`src/rtl/dsw_pkg.sv`:
```
package dsw_pkg;

   // word indices (byte offset / 4) of the implemented registers
   localparam int unsigned IDX_LOCK  = 4;
   localparam int unsigned IDX_CTRL  = 5;
   localparam int unsigned IDX_WARN  = 6;
   localparam int unsigned IDX_FATAL = 7;
   localparam int unsigned IDX_COUNT = 8;
   localparam int unsigned IDX_INTR  = 9;

   // bit of the interrupt state register that carries the warning
   localparam int unsigned WARN_BIT = 1;

   // number of escalation stages sharing the counter
   localparam int unsigned NUM_STAGES = 2;
   localparam int unsigned STAGE_WARN  = 0;
   localparam int unsigned STAGE_FATAL = 1;

   typedef struct packed {
      logic pause_sleep;
      logic enable;
   } ctrl_t;

endpackage

```
`src/rtl/dsw_regfile.sv`:
```
module dsw_regfile #(
   parameter int unsigned DATA_W = 32,
   parameter int unsigned ADDR_W = 6
) (
   input  logic                clk_i,
   input  logic                rst_ni,
   input  logic                soft_clr_i,
   input  logic [ADDR_W-1:0]   bus_addr_i,
   input  logic                bus_we_i,
   input  logic [DATA_W-1:0]   bus_wdata_i,
   input  logic [DATA_W-1:0]   count_i,
   input  logic                warn_state_i,
   output logic                lock_o,
   output dsw_pkg::ctrl_t      ctrl_o,
   output logic [DATA_W-1:0]   warn_thr_o,
   output logic [DATA_W-1:0]   fatal_thr_o,
   output logic                cnt_we_o,
   output logic                intr_clr_o,
   output logic [DATA_W-1:0]   rdata_o
);
   import dsw_pkg::*;

   localparam int unsigned WIDX_W = ADDR_W - 2;
   localparam int unsigned NSEL   = 6;
   localparam int unsigned SEL_LOCK = 0, SEL_CTRL = 1, SEL_WARN = 2,
                           SEL_FATAL = 3, SEL_COUNT = 4, SEL_INTR = 5;

   logic [WIDX_W-1:0] widx;
   logic [NSEL-1:0]   hit;
   logic [NSEL-1:0]   wr;

   assign widx = bus_addr_i[ADDR_W-1:2];

   // one decoder per implemented word
   generate
      for (genvar s = 0; s < NSEL; s++) begin : g_dec
         localparam int unsigned IDX = (s == SEL_LOCK)  ? IDX_LOCK  :
                                       (s == SEL_CTRL)  ? IDX_CTRL  :
                                       (s == SEL_WARN)  ? IDX_WARN  :
                                       (s == SEL_FATAL) ? IDX_FATAL :
                                       (s == SEL_COUNT) ? IDX_COUNT : IDX_INTR;
         assign hit[s] = (widx == WIDX_W'(IDX));
         assign wr[s]  = bus_we_i & hit[s];
      end
   endgenerate

   logic              lock_q;
   ctrl_t             ctrl_q;
   logic [DATA_W-1:0] warn_q;
   logic [DATA_W-1:0] fatal_q;

   // lock: reset to 1, cleared only by writing bit0 = 0
   always_ff @(posedge clk_i or negedge rst_ni) begin
      if (!rst_ni)                               lock_q <= 1'b1;
      else if (soft_clr_i)                       lock_q <= 1'b1;
      else if (wr[SEL_LOCK] && !bus_wdata_i[0])  lock_q <= 1'b0;
   end

   always_ff @(posedge clk_i or negedge rst_ni) begin
      if (!rst_ni) begin
         ctrl_q  <= '0;
         warn_q  <= '0;
         fatal_q <= '0;
      end else if (soft_clr_i) begin
         ctrl_q  <= '0;
         warn_q  <= '0;
         fatal_q <= '0;
      end else if (lock_q) begin
         if (wr[SEL_CTRL])  ctrl_q  <= ctrl_t'(bus_wdata_i[1:0]);
         if (wr[SEL_WARN])  warn_q  <= bus_wdata_i;
         if (wr[SEL_FATAL]) fatal_q <= bus_wdata_i;
      end
   end

   assign lock_o      = lock_q;
   assign ctrl_o      = ctrl_q;
   assign warn_thr_o  = warn_q;
   assign fatal_thr_o = fatal_q;
   assign cnt_we_o    = wr[SEL_COUNT];
   assign intr_clr_o  = wr[SEL_INTR] & bus_wdata_i[WARN_BIT];

   always_comb begin
      rdata_o = '0;
      if (hit[SEL_LOCK])  rdata_o = DATA_W'(lock_q);
      if (hit[SEL_CTRL])  rdata_o = DATA_W'({ctrl_q.pause_sleep, ctrl_q.enable});
      if (hit[SEL_WARN])  rdata_o = warn_q;
      if (hit[SEL_FATAL]) rdata_o = fatal_q;
      if (hit[SEL_COUNT]) rdata_o = count_i;
      if (hit[SEL_INTR])  rdata_o = DATA_W'({warn_state_i, 1'b0});
   end

endmodule

```
`src/rtl/dsw_counter.sv`:
```
module dsw_counter #(
   parameter int unsigned DATA_W = 32
) (
   input  logic                clk_i,
   input  logic                rst_ni,
   input  logic                soft_clr_i,
   input  logic                tick_i,
   input  logic                sleep_i,
   input  dsw_pkg::ctrl_t      ctrl_i,
   input  logic                cnt_we_i,
   input  logic [DATA_W-1:0]   cnt_wdata_i,
   output logic [DATA_W-1:0]   count_o,
   output logic [DATA_W-1:0]   next_o,
   output logic                eval_o
);
   localparam logic [DATA_W-1:0] CNT_MAX = '1;

   logic              qual_tick;
   logic [DATA_W-1:0] count_q;
   logic [DATA_W-1:0] inc;

   assign qual_tick = tick_i & ctrl_i.enable & ~(ctrl_i.pause_sleep & sleep_i);
   assign inc       = (count_q == CNT_MAX) ? count_q : count_q + DATA_W'(1);

   always_ff @(posedge clk_i or negedge rst_ni) begin
      if (!rst_ni)          count_q <= '0;
      else if (soft_clr_i)  count_q <= '0;
      else if (cnt_we_i)    count_q <= cnt_wdata_i;
      else if (qual_tick)   count_q <= inc;
   end

   assign count_o = count_q;
   assign next_o  = inc;
   // comparisons only on a counted tick that is not overridden by a write
   assign eval_o  = qual_tick & ~cnt_we_i;

endmodule

```
`src/rtl/dsw_stage_cmp.sv`:
```
module dsw_stage_cmp #(
   parameter int unsigned DATA_W = 32
) (
   input  logic                clk_i,
   input  logic                rst_ni,
   input  logic                eval_i,
   input  logic [DATA_W-1:0]   next_i,
   input  logic [DATA_W-1:0]   warn_thr_i,
   input  logic [DATA_W-1:0]   fatal_thr_i,
   input  logic                intr_clr_i,
   output logic                fatal_now_o,
   output logic                warn_q_o,
   output logic                fatal_q_o
);
   import dsw_pkg::*;

   logic [DATA_W-1:0]     thr [NUM_STAGES];
   logic [NUM_STAGES-1:0] reach;

   assign thr[STAGE_WARN]  = warn_thr_i;
   assign thr[STAGE_FATAL] = fatal_thr_i;

   generate
      for (genvar i = 0; i < NUM_STAGES; i++) begin : g_stage
         assign reach[i] = eval_i & (next_i >= thr[i]);
      end
   endgenerate

   assign fatal_now_o = reach[STAGE_FATAL];

   logic warn_q, fatal_q;

   // a new warning event wins over a clear in the same cycle
   always_ff @(posedge clk_i or negedge rst_ni) begin
      if (!rst_ni)                  warn_q <= 1'b0;
      else if (reach[STAGE_FATAL])  warn_q <= 1'b0;
      else if (reach[STAGE_WARN])   warn_q <= 1'b1;
      else if (intr_clr_i)          warn_q <= 1'b0;
   end

   always_ff @(posedge clk_i or negedge rst_ni) begin
      if (!rst_ni) fatal_q <= 1'b0;
      else         fatal_q <= reach[STAGE_FATAL];
   end

   assign warn_q_o  = warn_q;
   assign fatal_q_o = fatal_q;

endmodule

```
`src/rtl/dual_stage_wdog.sv`:
```
module dual_stage_wdog #(
   parameter int unsigned DATA_W = 32,
   parameter int unsigned ADDR_W = 6
) (
   input  logic               clk_i,
   input  logic               rst_ni,
   input  logic               tick_i,
   input  logic               sleep_i,
   input  logic [ADDR_W-1:0]  bus_addr_i,
   input  logic               bus_we_i,
   input  logic [DATA_W-1:0]  bus_wdata_i,
   output logic [DATA_W-1:0]  bus_rdata_o,
   output logic               bark_irq_o,
   output logic               bite_req_o
);
   generate
      if (DATA_W < 8 || DATA_W > 64) begin : g_bad_data_w
         $error("dual_stage_wdog: DATA_W must lie in 8..64");
      end
      if (ADDR_W < 6) begin : g_bad_addr_w
         $error("dual_stage_wdog: ADDR_W must be at least 6");
      end
   endgenerate

   logic              soft_clr;
   logic              lock_q;
   dsw_pkg::ctrl_t    ctrl;
   logic [DATA_W-1:0] warn_thr, fatal_thr;
   logic              cnt_we, intr_clr;
   logic [DATA_W-1:0] count_q, next_cnt;
   logic              eval_tick;
   logic              warn_q, fatal_q;

   dsw_regfile #(.DATA_W(DATA_W), .ADDR_W(ADDR_W)) u_regs (
      .clk_i        (clk_i),
      .rst_ni       (rst_ni),
      .soft_clr_i   (soft_clr),
      .bus_addr_i   (bus_addr_i),
      .bus_we_i     (bus_we_i),
      .bus_wdata_i  (bus_wdata_i),
      .count_i      (count_q),
      .warn_state_i (warn_q),
      .lock_o       (lock_q),
      .ctrl_o       (ctrl),
      .warn_thr_o   (warn_thr),
      .fatal_thr_o  (fatal_thr),
      .cnt_we_o     (cnt_we),
      .intr_clr_o   (intr_clr),
      .rdata_o      (bus_rdata_o)
   );

   dsw_counter #(.DATA_W(DATA_W)) u_cnt (
      .clk_i       (clk_i),
      .rst_ni      (rst_ni),
      .soft_clr_i  (soft_clr),
      .tick_i      (tick_i),
      .sleep_i     (sleep_i),
      .ctrl_i      (ctrl),
      .cnt_we_i    (cnt_we),
      .cnt_wdata_i (bus_wdata_i),
      .count_o     (count_q),
      .next_o      (next_cnt),
      .eval_o      (eval_tick)
   );

   dsw_stage_cmp #(.DATA_W(DATA_W)) u_cmp (
      .clk_i       (clk_i),
      .rst_ni      (rst_ni),
      .eval_i      (eval_tick),
      .next_i      (next_cnt),
      .warn_thr_i  (warn_thr),
      .fatal_thr_i (fatal_thr),
      .intr_clr_i  (intr_clr),
      .fatal_now_o (soft_clr),
      .warn_q_o    (warn_q),
      .fatal_q_o   (fatal_q)
   );

   assign bark_irq_o = warn_q;
   assign bite_req_o = fatal_q;

endmodule

```
`config.mk`:
```
export PLATFORM = sky130hd
export DESIGN_NAME = dual_stage_wdog
export DESIGN_NICKNAME = d
export VERILOG_FILES = /design/src/rtl/dsw_pkg.sv /design/src/rtl/dsw_regfile.sv /design/src/rtl/dsw_counter.sv /design/src/rtl/dsw_stage_cmp.sv /design/src/rtl/dual_stage_wdog.sv
export SDC_FILE = /design/constraint.sdc
export NUM_CORES = 1
export LEC_CHECK = 0
export ABC_AREA = 1
export BUFFER_PORTS_ARGS = -buffer_cell sky130_fd_sc_hd__buf_2
export CORE_AREA = 2 2 134 136
export DETAILED_ROUTE_END_ITERATION = 7
export DIE_AREA = 0 0 136 138
export GPL_ROUTABILITY_DRIVEN = 0
export GPL_TIMING_DRIVEN = 1
export PLACE_DENSITY = 0.68
export SETUP_SLACK_MARGIN = 0.4
export SYNTH_ARGS = -nofsm -noshare
export SYNTH_HDL_FRONTEND = slang
export SYNTH_SLANG_ARGS = --single-unit
```
`constraint.sdc`:
```
create_clock -name clk_i -period 4 [get_ports clk_i]
set_input_delay 0.4 -clock clk_i [delete_from_list [all_inputs] [get_ports clk_i]]
set_output_delay 0.4 -clock clk_i [all_outputs]
set_load 0.01 [all_outputs]
```
==> results.md, run 1 <==
- Worst R2R Start: u_cnt.count_o[0]
- Routed Antenna Nets: 0
- Root buffer cell: clkbuf_16
- Die Y: approximately 140 um
- Share of cells above drive strength 1: 13.2%
- Critical Path Slowest Stage Cell: dfrtp_2
- Congestion Overflow GR: 0
- Required time at the worst-slack endpoint: 4.30 ns
- Async SR Flop Fraction: 100%
- Total CTS buffers: 9
- Die X: around 140 um
- Die area: 18800 um^2
- RSZ-0062 raised after global routing: false
- Buf+Inv Stages, Crit Path: 2
- R2R depth: 19
- CTS tree: built
- Num ports: 77
- Worst setup endpoint: u_regs.fatal_thr_o[30]
- Wire length per cell: 16.7 um
- Ys flop type: dfrtp_1
- MaxCap Viol Count: 0
- Multi-input logic area: around 4500 um^2
- Share of the synthesized area in the top cell type: 32.5%
- Final WL: about 23 mm
- Simple-gate share of the synthesized area: 36.5%
- Syn nets: approximately 1200
- Final min period: between 3 and 4 ns
- Post-synth top area cell: dfrtp_1
- Relative slew slack: a little over a quarter
- Synth Area in XOR/XNOR: 2.48%
- Ant diodes: 0
- Leakage power: around 4.6 nW
- Reg area: 2530 um^2
- Pin count of the biggest net entering global routing: 75
- Stages on the worst setup path: 19
- Clock Latency Late Sink: 0.37 ns
- Htree depth: 3
- Drt via density: 5.40
- Top post-synthesis cells by count: 348 x nand2_1, 171 x nand3_1, 130 x inv_1
- Worst slack at placement: 0.234 ns
- Hold_buf cts: 0
- Slew Viols, Final: 0
- Number of synthesized flops with an enable pin: 0
- Initial Util: 43.9%
- Yosys reg bits: 101
- CP peak stage delay: around 0.42 ns
- CP max FO: 37
- Core area: approximately 18000 um^2
- Vias: 7540
- Cells along the critical path: ha_1, inv_1, nor2_4, nand2_2, nor2_8, nand3_4, nand3_2, xor2_2, ha_1, a21oi_1, o21ai_0, nand2_1, nand2_1, a21oi_1, nand2_1, nand2_4, clkbuf_16, nand3_1, nand2_1
- Rows: 49
- CTS Buffer Depth: 2
- CP Class: flip-flop to flip-flop
- Status: completed
- Worst-margin pin slew: 1.10 ns
- Critical path origin: u_cnt.count_o[0]
- Largest family of logic cells by synthesized area: simple AND/OR/NAND/NOR gates
- Final net count: 1270
- RR Endpoint: u_regs.fatal_thr_o[30]
- CP endpoint kind: flip-flop
- CP top delay family: simple AND/OR/NAND/NOR gates
- Synth-to-layout area growth: 13.3%
- Final-report setup violation count: 0
- Count of cell types in the netlist: 41
- Residual DRC: 0
- Most frequent CP cell: nand2_1
- Clock sinks: 101
- Final hold vios: 0
- Setup TNS Final: 0 ns
- Adder-cell area share of the yosys netlist: a little over a tenth
- Post-synthesis mux area share: 0%
- Synth top area cells: dfrtp_1 32%, nand2_1 17%, nand3_1 11%
- Peak supply drop: 0.000265 V
- Syn avg cell area: 7.00 um^2
- Clock slew at reported path FFs: 0.08 ns
- Pre-antenna DRT Iters: 5
- Final period util: 84.5%
- Fmax: 296 MHz
- Hold WC Path Type: input port to asynchronous set/reset pin
- Worst R2R Setup Slack: 0.62 ns
- Vias in the first global route: 7005
- Drt initial violations: 644
- Ys Warns: 0
- Power Density: 638 nW/um^2
- Startpoint types: flip-flop
- First-pass GRT wire length: around 37 mm
- WP data arrival: 3.68 ns
- Most frequent cell after synthesis: nand2_1
- Filler Cell Count: 1843
- Final Skew: 0.0154 ns
- Total track usage: 24.5%
- Post-Syn Instances: between 1000 and 1500
- Final setup margin: 0.620 ns
- Sequential share of the synthesized area: 32.8%
- Post-synthesis cell area: 7700 um^2
- PortBufs: between 70 and 80
- Initial antenna violation count: 0
- Dpl hpwl: 15.9 mm
- Synth Area in Compound Gates: slightly below 8%
report_power, final:
group          internal [mW]  switching, mW  total (mW)  leakage [nW]
sequential              1.39          0.354        1.75          1.33
combinational           1.09           1.78        2.87          3.11
clock                  0.524          0.427       0.951         0.149
registers in the layout, summed over array words and instances, names as in the netlist:
signal              flops
u_cnt.count_o          32
u_cmp.fatal_q_o         1
u_regs.warn_thr_o      32
u_cmp.warn_q_o          1
u_regs.lock_o           1
u_regs.ctrl_o           2
u_regs.fatal_thr_o     32
worst register-to-register path, cell delays in order (launching register included):
cell	delay [ns]
dfrtp_2	0.42
ha_1	0.18
inv_1	0.10
nor2_4	0.16
nand2_2	0.11
nor2_8	0.16
nand3_4	0.13
nand3_2	0.15
xor2_2	0.21
ha_1	0.28
a21oi_1	0.17
o21ai_0	0.13
nand2_1	0.08
nand2_1	0.06
a21oi_1	0.17
nand2_1	0.15
nand2_4	0.19
clkbuf_16	0.26
nand3_1	0.11
nand2_1	0.07
worst min path at each step:
| stage | endpoint | start | slack [ns] |
|---|---|---|---|
| floorplan | u_cmp.fatal_q_o | rst_ni | 0.10 |
| global placement | u_regs.warn_thr_o[2] | u_regs.warn_thr_o[2] | 0.48 |
| detailed placement | u_regs.fatal_thr_o[28] | u_regs.fatal_thr_o[28] | 0.49 |
| CTS | u_regs.warn_thr_o[21] | rst_ni | 0.14 |
| global route | u_regs.warn_thr_o[21] | rst_ni | 0.16 |
| finish | u_regs.warn_thr_o[21] | rst_ni | 0.1 |
layout by cell type, fill, tap and decap left out, types with 3 or more instances in the layout:
cell type	netlist	routed
nand2_1	348	347
nand3_1	171	171
inv_1	130	129
dfrtp_1	100	98
buf_2	27	73
nor2_1	71	68
ha_1	65	65
o221ai_1	30	30
a21oi_1	29	29
o21ai_0	19	19
buf_4	4	19
xor2_1	15	15
nand4_1	11	11
clkbuf_16	0	11
nor2_2	7	10
nor3_1	8	8
inv_2	5	6
xnor2_1	5	5
nor2_4	4	4
nand3_2	3	3
nand2_2	2	3
nand3_4	2	3
a21o_1	3	3
o21a_1	3	3
nand3b_1	3	3
what timing repair did:
action,CTS,global route
buffers inserted,0,7
gates resized for setup,2,14
endpoints found under the setup margin,32,101
pin swaps,0,1
gates cloned,0,3
stage by stage:
step / cell area [um^2] / cells / utilization, % / total power [mW] / hold slack, ns
2_1_floorplan: 7700 / 1100 / - / 3.74 / 0.104
3_3_place_gp: 8240 / 1370 / 47.0 / 4.40 / 0.481
3_5_place_dp: 8240 / 1370 / 47.0 / 4.49 / 0.487
4_1_cts: 8550 / 1386 / 48.8 / 5.46 / 0.136
5_1_grt: 8730 / 1396 / 49.8 / 6.11 / 0.158
6_report: 8730 / 1396 / 49.8 / 5.57 / 0.0993
metal layers:
| layer | vias up | routed length, um | GRT usage (%) |
|---|---|---|---|
| li1 | 3719 | - | - |
| met1 | 3546 | 10700 | 34.8 |
| met2 | 236 | 10800 | 38.2 |
| met3 | 39 | 1250 | 3.26 |
| met4 | 0 | 544 | 8.44 |
| met5 | - | 0 | 0 |
area by class of cell:
class	count	area share, %
inverters	135	5.80
clock buffers	12	2.94
well taps	229	3.28
flip-flops and latches	101	29.0
clock inverters	4	0.631
multi-input cells	818	51.2
repair buffers	97	7.15
logic make-up (layout without fill, tap and decap cells):
logic type	Yosys count	count (layout)
compound gates	92	92
xor+xnor	21	21
fa+ha+maj	65	65
buf+inv	182	248
flops	101	101
simple gates	639	640
Note: power is estimated with default switching activity, not from simulation.
==> run 2: changes to the inputs <==
Settings changed: PLACE_DENSITY 0.68 to 0.7.
Clock period 4 ns to 2.74 ns, I/O delays scaled along.
==> run 2 against run 1 <==
Against the previous run: the run now ends with negative setup slack left; largest cell class unchanged; via count increased by 12%; sequential power is 43% higher; non-clock buffer count increased by 137; critical endpoint is now u_cnt.count_o[24]; highest routed layer unchanged; critical path depth rose by 2; largest power group unchanged.
==> results.md, run 2 (synthesis results as in run 1) <==
- Status: finished with violations
- Failing checks: negative setup slack
- First-pass GRT wire length: about 43 mm
- Combinational Power Share: about three fifths
- Share of cells above drive strength 1: 29.5%
- Commonest non-fill, non-tap cells in the layout: 329 x nand2_1, 133 x buf_4, 124 x inv_1, 124 x nand3_1, 99 x dfrtp_1
- Rows: 49
- Required time at the worst-slack endpoint: 3.02 ns
- Setup TNS Final: -41.56 ns
- Relative slew slack: 15.7%
- CP Class: flip-flop to flip-flop
- Final setup margin: -0.504 ns
- Wire length per cell: 17.2 um
- Pin count of the biggest net entering global routing: 49
- Die Y: 138 um
- Final Skew: 0.00824 ns
- Clock Power Share: about 15%
- Drt initial violations: 804
- WP data arrival: ~3.5 ns
- Final total power: 9.86 mW
- Vias in the first global route: 8511
- Final net count: 1407
- Pre-antenna DRT Iters: 6
- Die area: 18800 um^2
- Synth-to-layout area growth: 36.6%
- Total CTS buffers: 9
- Num ports: 77
- Power Density: 938 nW/um^2
- Hold WC Path Type: input port to flip-flop
- Worst-margin pin slew: 1.26 ns
- Clock slew at reported path FFs: ~0.070 ns
- CP max FO: 14
- Fmax: 308 MHz
- Clock sinks: 101
- Root buffer cell: clkbuf_16
- Dpl hpwl: 17.7 mm
- MaxCap Viol Count: 0
- Switch Pwr: 4.44 mW
- Finished Core Util: about 60%
- Routed Antenna Nets: 0
- Worst R2R Setup Slack: -0.50 ns
- RSZ-0062 raised after global routing: true
- Htree depth: 3
- Final period util: 118%
- Total track usage: 28.9%
- Internal power: 5.42 mW
- Peak supply drop: 0.000457 V
- Final hold vios: 0
- Slew Viols, Final: 0
- Core area: 17500 um^2
- Congestion Overflow GR: 0
- Sw frac: 45.0%
- PortBufs: 74
- CTS tree: built
- Final WL: 26.4 mm
- Worst slack at placement: -0.452 ns
- Startpoint types: flip-flop
- Residual DRC: 0
- Drt via density: 5.49
- Final min period: 3.24 ns
- Commonest non-fill, non-tap cell in the layout: nand2_1
- Sequential Power Share: 25.4%
- CP endpoint kind: flip-flop
- CTS Buffer Depth: 2
- Leakage power: about 5.5 nW
- Ant diodes: 0
- Die X: 136 um
- Initial Util: around 44%
- Clock Latency Late Sink: 0.37 ns
- Vias: 8419
- Final-report setup violation count: 101
- Initial antenna violation count: 0
[run 2: cell count changes in the layout (fill, tap and decap cells not counted), moves of 5 or more]
cell,previous run,this run
a21oi_1,29,24
buf_12,0,12
buf_16,2,8
buf_4,19,133
buf_6,1,6
ha_1,65,60
inv_1,129,124
nand2_1,347,329
nand2_2,3,18
nand3_1,171,124
nand3_2,3,46
nor2_1,68,59
nor2_2,10,18
[run 2: area by class of cell]
class / count / area [um^2]
Clock buffer: 9 / 225
Clock inverter: 7 / 95.1
Fill cell: 1549 / 7010
Inverter: 135 / 509
Multi-Input combinational cell: 818 / 4950
Sequential cell: 101 / 2530
Tap cell: 229 / 287
Timing Repair Buffer: 234 / 1930
[run 2: stage by stage]
stage / hold WS, ns / area [um^2] / instances
finish: 0.160 / 10500 / 1533
global route: 0.161 / 10500 / 1533
CTS: 0.150 / 10200 / 1530
detailed placement: 0.267 / 9280 / 1491
global placement: 0.261 / 9280 / 1491
floorplan: -0.0216 / 7740 / 1100
[run 2: power by group through the flow]
stage          clock network (mW)  registers (mW)  logic (mW)
3_5_place_dp                    0            2.49        4.95
4_1_cts                      1.46            2.47        5.48
6_report                     1.44            2.50        5.92
3_3_place_gp                    0            2.48        4.82
2_1_floorplan                   0            2.41        3.09
5_1_grt                      1.50            2.57        6.63
[run 2: worst max-delay path, stage by stage, from the launching register on]
cell     delay, ns
dfrtp_1       0.40
inv_1         0.10
buf_4         0.17
nor3_4        0.20
inv_2         0.07
nor2_2        0.19
buf_4         0.14
xor2_1        0.16
nand2_2       0.10
ha_4          0.23
a21oi_1       0.13
nor2_1        0.06
nor2_2        0.12
nand2_1       0.10
nor2_1        0.13
nand2_2       0.09
nand2_4       0.09
nand2_8       0.07
nor2_2        0.22
buf_12        0.19
nand2_1       0.07
nand3_1       0.11
[run 2: final timing paths]
check / cells past startpoint / start / end
min: 3 / bus_wdata_i[4] / u_cnt.count_o[4]
max reg2reg: 21 / u_cnt.count_o[4] / u_cnt.count_o[24]
max: 21 / u_cnt.count_o[4] / u_cnt.count_o[24]
max in group asynchronous: 3 / rst_ni / u_regs.lock_o
min reg2reg: 2 / u_regs.warn_thr_o[17] / u_regs.warn_thr_o[17]
min in group asynchronous: 2 / rst_ni / u_regs.warn_thr_o[17]
[run 2: metal layers]
layer / GRT usage, % / part of all wire, % / vias to the layer above / wire length (um)
li1: - / - / 3988 / -
met1: 38.1 / 41 / 4000 / 10900
met2: 47.7 / 48 / 367 / 12800
met3: 4.91 / 7.7 / 64 / 2030
met4: 10.1 / 2.7 / 0 / 707
met5: 0 / 0 / - / 0
[run 2: what timing repair did]
item,CTS,global route
endpoints found under the hold margin,32,0
hold buffers,1,0
resized for setup,61,63
setup endpoints to repair,101,101
gates cloned,9,1
setup buffers,13,2
pin swaps,12,19
==> run 3: changes to the inputs <==
Settings changed: GPL_TIMING_DRIVEN 1 to 0.
==> run 3 against run 2 <==
Against the previous run: global-route usage up 0.48 points; critical path type unchanged; die area unchanged; clock power down 9.7%; worst hold slack got worse by 0.0017 ns; the run still ends with negative setup slack left; non-clock buffer count fell by 56; cell count down 3.7%; sequential share of layout area rose by 1.7 points.
==> results.md, run 3 (synthesis results as in run 1) <==
- Die X: approximately 140 um
- Reg area: 2540 um^2
- Drt initial violations: 923
- CP endpoint kind: flip-flop
- Final Skew: 0.00889 ns
- First-pass GRT wire length: 42.4 mm
- Commonest non-fill, non-tap cells in the layout: 320 x nand2_1, 151 x nand3_1, 125 x inv_1
- Dpl hpwl: ~19 mm
- Ant diodes: 0
- Relative slew slack: 42.3%
- Slew Viols, Final: 0
- Die area: 18800 um^2
- Final period util: 123%
- Initial antenna violation count: 0
- Root buffer cell: clkbuf_16
- Residual DRC: 0
- Initial Util: ~44%
- Area of placed instances: 8430 um^2
- Congestion Overflow GR: 0
- Clock slew at reported path FFs: 0.07 ns
- Clock Latency Late Sink: between 0.3 and 0.4 ns
- MaxCap Viol Count: 0
- Final min period: 3.38 ns
- Rows: 49
- CP max FO: 6
- Filler Cell Count: 1648
- Vias in the first global route: between 7000 and 8000
- RSZ-0062 raised after global routing: true
- Total track usage: 29.4%
- Final net count: between 1000 and 1500
- WHS: 0.158 ns
- Die Y: 138 um
- Commonest non-fill, non-tap cell in the layout: nand2_1
- Multi-input logic area: 4950 um^2
- Peak supply drop: between 0.0004 and 0.0005 V
- Worst R2R Start: u_cnt.count_o[8]
- Worst-margin pin slew: between 0.8 and 0.9 ns
- Startpoint types: flip-flop
- Vias: 8364
- CP Class: flip-flop to flip-flop
- Pre-antenna DRT Iters: 6
- Pin count of the biggest net entering global routing: 60
- Status: finished with violations
- Htree depth: 3
- Hold Crit Start: bus_wdata_i[24]
- Hold WC Path Type: input port to flip-flop
- Share of cells above drive strength 1: 25.2%
- Post-Layout Inst Area: roughly 9900 um^2
- Final-report setup violation count: 101
- Wire length per cell: 19.3 um
- Worst slack at placement: -0.962 ns
- Routed Antenna Nets: 0
- Fmax: 296 MHz
- CTS tree: built
- CTS Buffer Depth: 2
- Num ports: 77
- WP data arrival: 3.64 ns
- Final setup margin: -0.639 ns
- Synth-to-layout area growth: 28.1%
- Final hold vios: 0
- Required time at the worst-slack endpoint: 3.00 ns
- Drt via density: 5.66
- PortBufs: 74
- Final WL: approximately 28 mm
- Core area: 17500 um^2
- Total CTS buffers: 9
- Clock sinks: 101
- Failing checks: negative setup slack
- Critical path origin: u_cnt.count_o[8]
- Power Density: ~940 nW/um^2
- Leakage power: 5.09 nW
-- run 3: through the flow --
step	utilization (%)	setup TNS [ns]	total power, mW	cells
CTS	53.8	-35.04	8.55	1461
finish	56.3	-57.07	9.26	1477
global placement	47.9	-78.08	6.56	1403
floorplan	-	-1.27	5.50	1100
detailed placement	48.1	-82.46	6.69	1404
global route	56.3	-71.01	10.0	1477
-- run 3: layout make-up --
| class | instances | share of cell area (%) |
|---|---|---|
| tap | 229 | 2.90 |
| multi-input combinational | 818 | 50.2 |
| clock buffer | 12 | 2.60 |
| clock inverter | 4 | 0.304 |
| timing repair buffer | 131 | 9.50 |
| inverter | 135 | 5.21 |
| sequential | 101 | 25.8 |
| buffer | 47 | 3.58 |
-- run 3: worst max-delay path, cell delays in order, from the launching register on --
cell and delay, ns:
dfrtp_1 0.44, nand2_1 0.13, nor2_1 0.21, nand2_2 0.14
nor2_8 0.20, buf_4 0.13, nand3_1 0.12, xor2_1 0.17
inv_1 0.10, ha_1 0.28, nand2_1 0.06, nor2_2 0.11
nand2_2 0.11, nor4_4 0.24, nand2_2 0.14, nand2_4 0.14
nand2_8 0.09, buf_12 0.16, clkbuf_16 0.17, nand3_1 0.07
nand2_1 0.06
-- run 3: what timing repair did --
action | in CTS | in global routing
hold buffers | 1 | 0
hold endpoints to repair | 41 | 0
pin swaps | 20 | 25
resized for setup | 89 | 73
setup endpoints to repair | 102 | 101
setup buffers | 36 | 14
cloned | 4 | 2
-- run 3: final timing paths --
check	end	slack [ns]	depth (start not counted)
setup / recovery	u_regs.warn_thr_o[9]	-0.64	20
hold / removal	u_regs.fatal_thr_o[24]	0.16	3
setup reg to reg	u_regs.warn_thr_o[9]	-0.64	20
hold reg to reg	u_regs.fatal_thr_o[31]	0.50	2
max in group asynchronous	u_cnt.count_o[2]	1.56	3
min in group asynchronous	u_regs.warn_thr_o[17]	0.45	2
-- run 3: routing by layer --
metal / vias to the layer above / global-route usage [%] / routed length, um
met3: 117 / 5.21 / 2820
met1: 3873 / 39.3 / 11400
met2: 492 / 46.2 / 13100
li1: 3882 / - / -
met5: - / 0 / 0
met4: 0 / 13.0 / 1230
-- run 3: where the power goes --
group / switching [mW] / internal (mW)
clock: 0.629 / 0.673
sequential: 0.560 / 2.04
combinational: 3.20 / 2.15
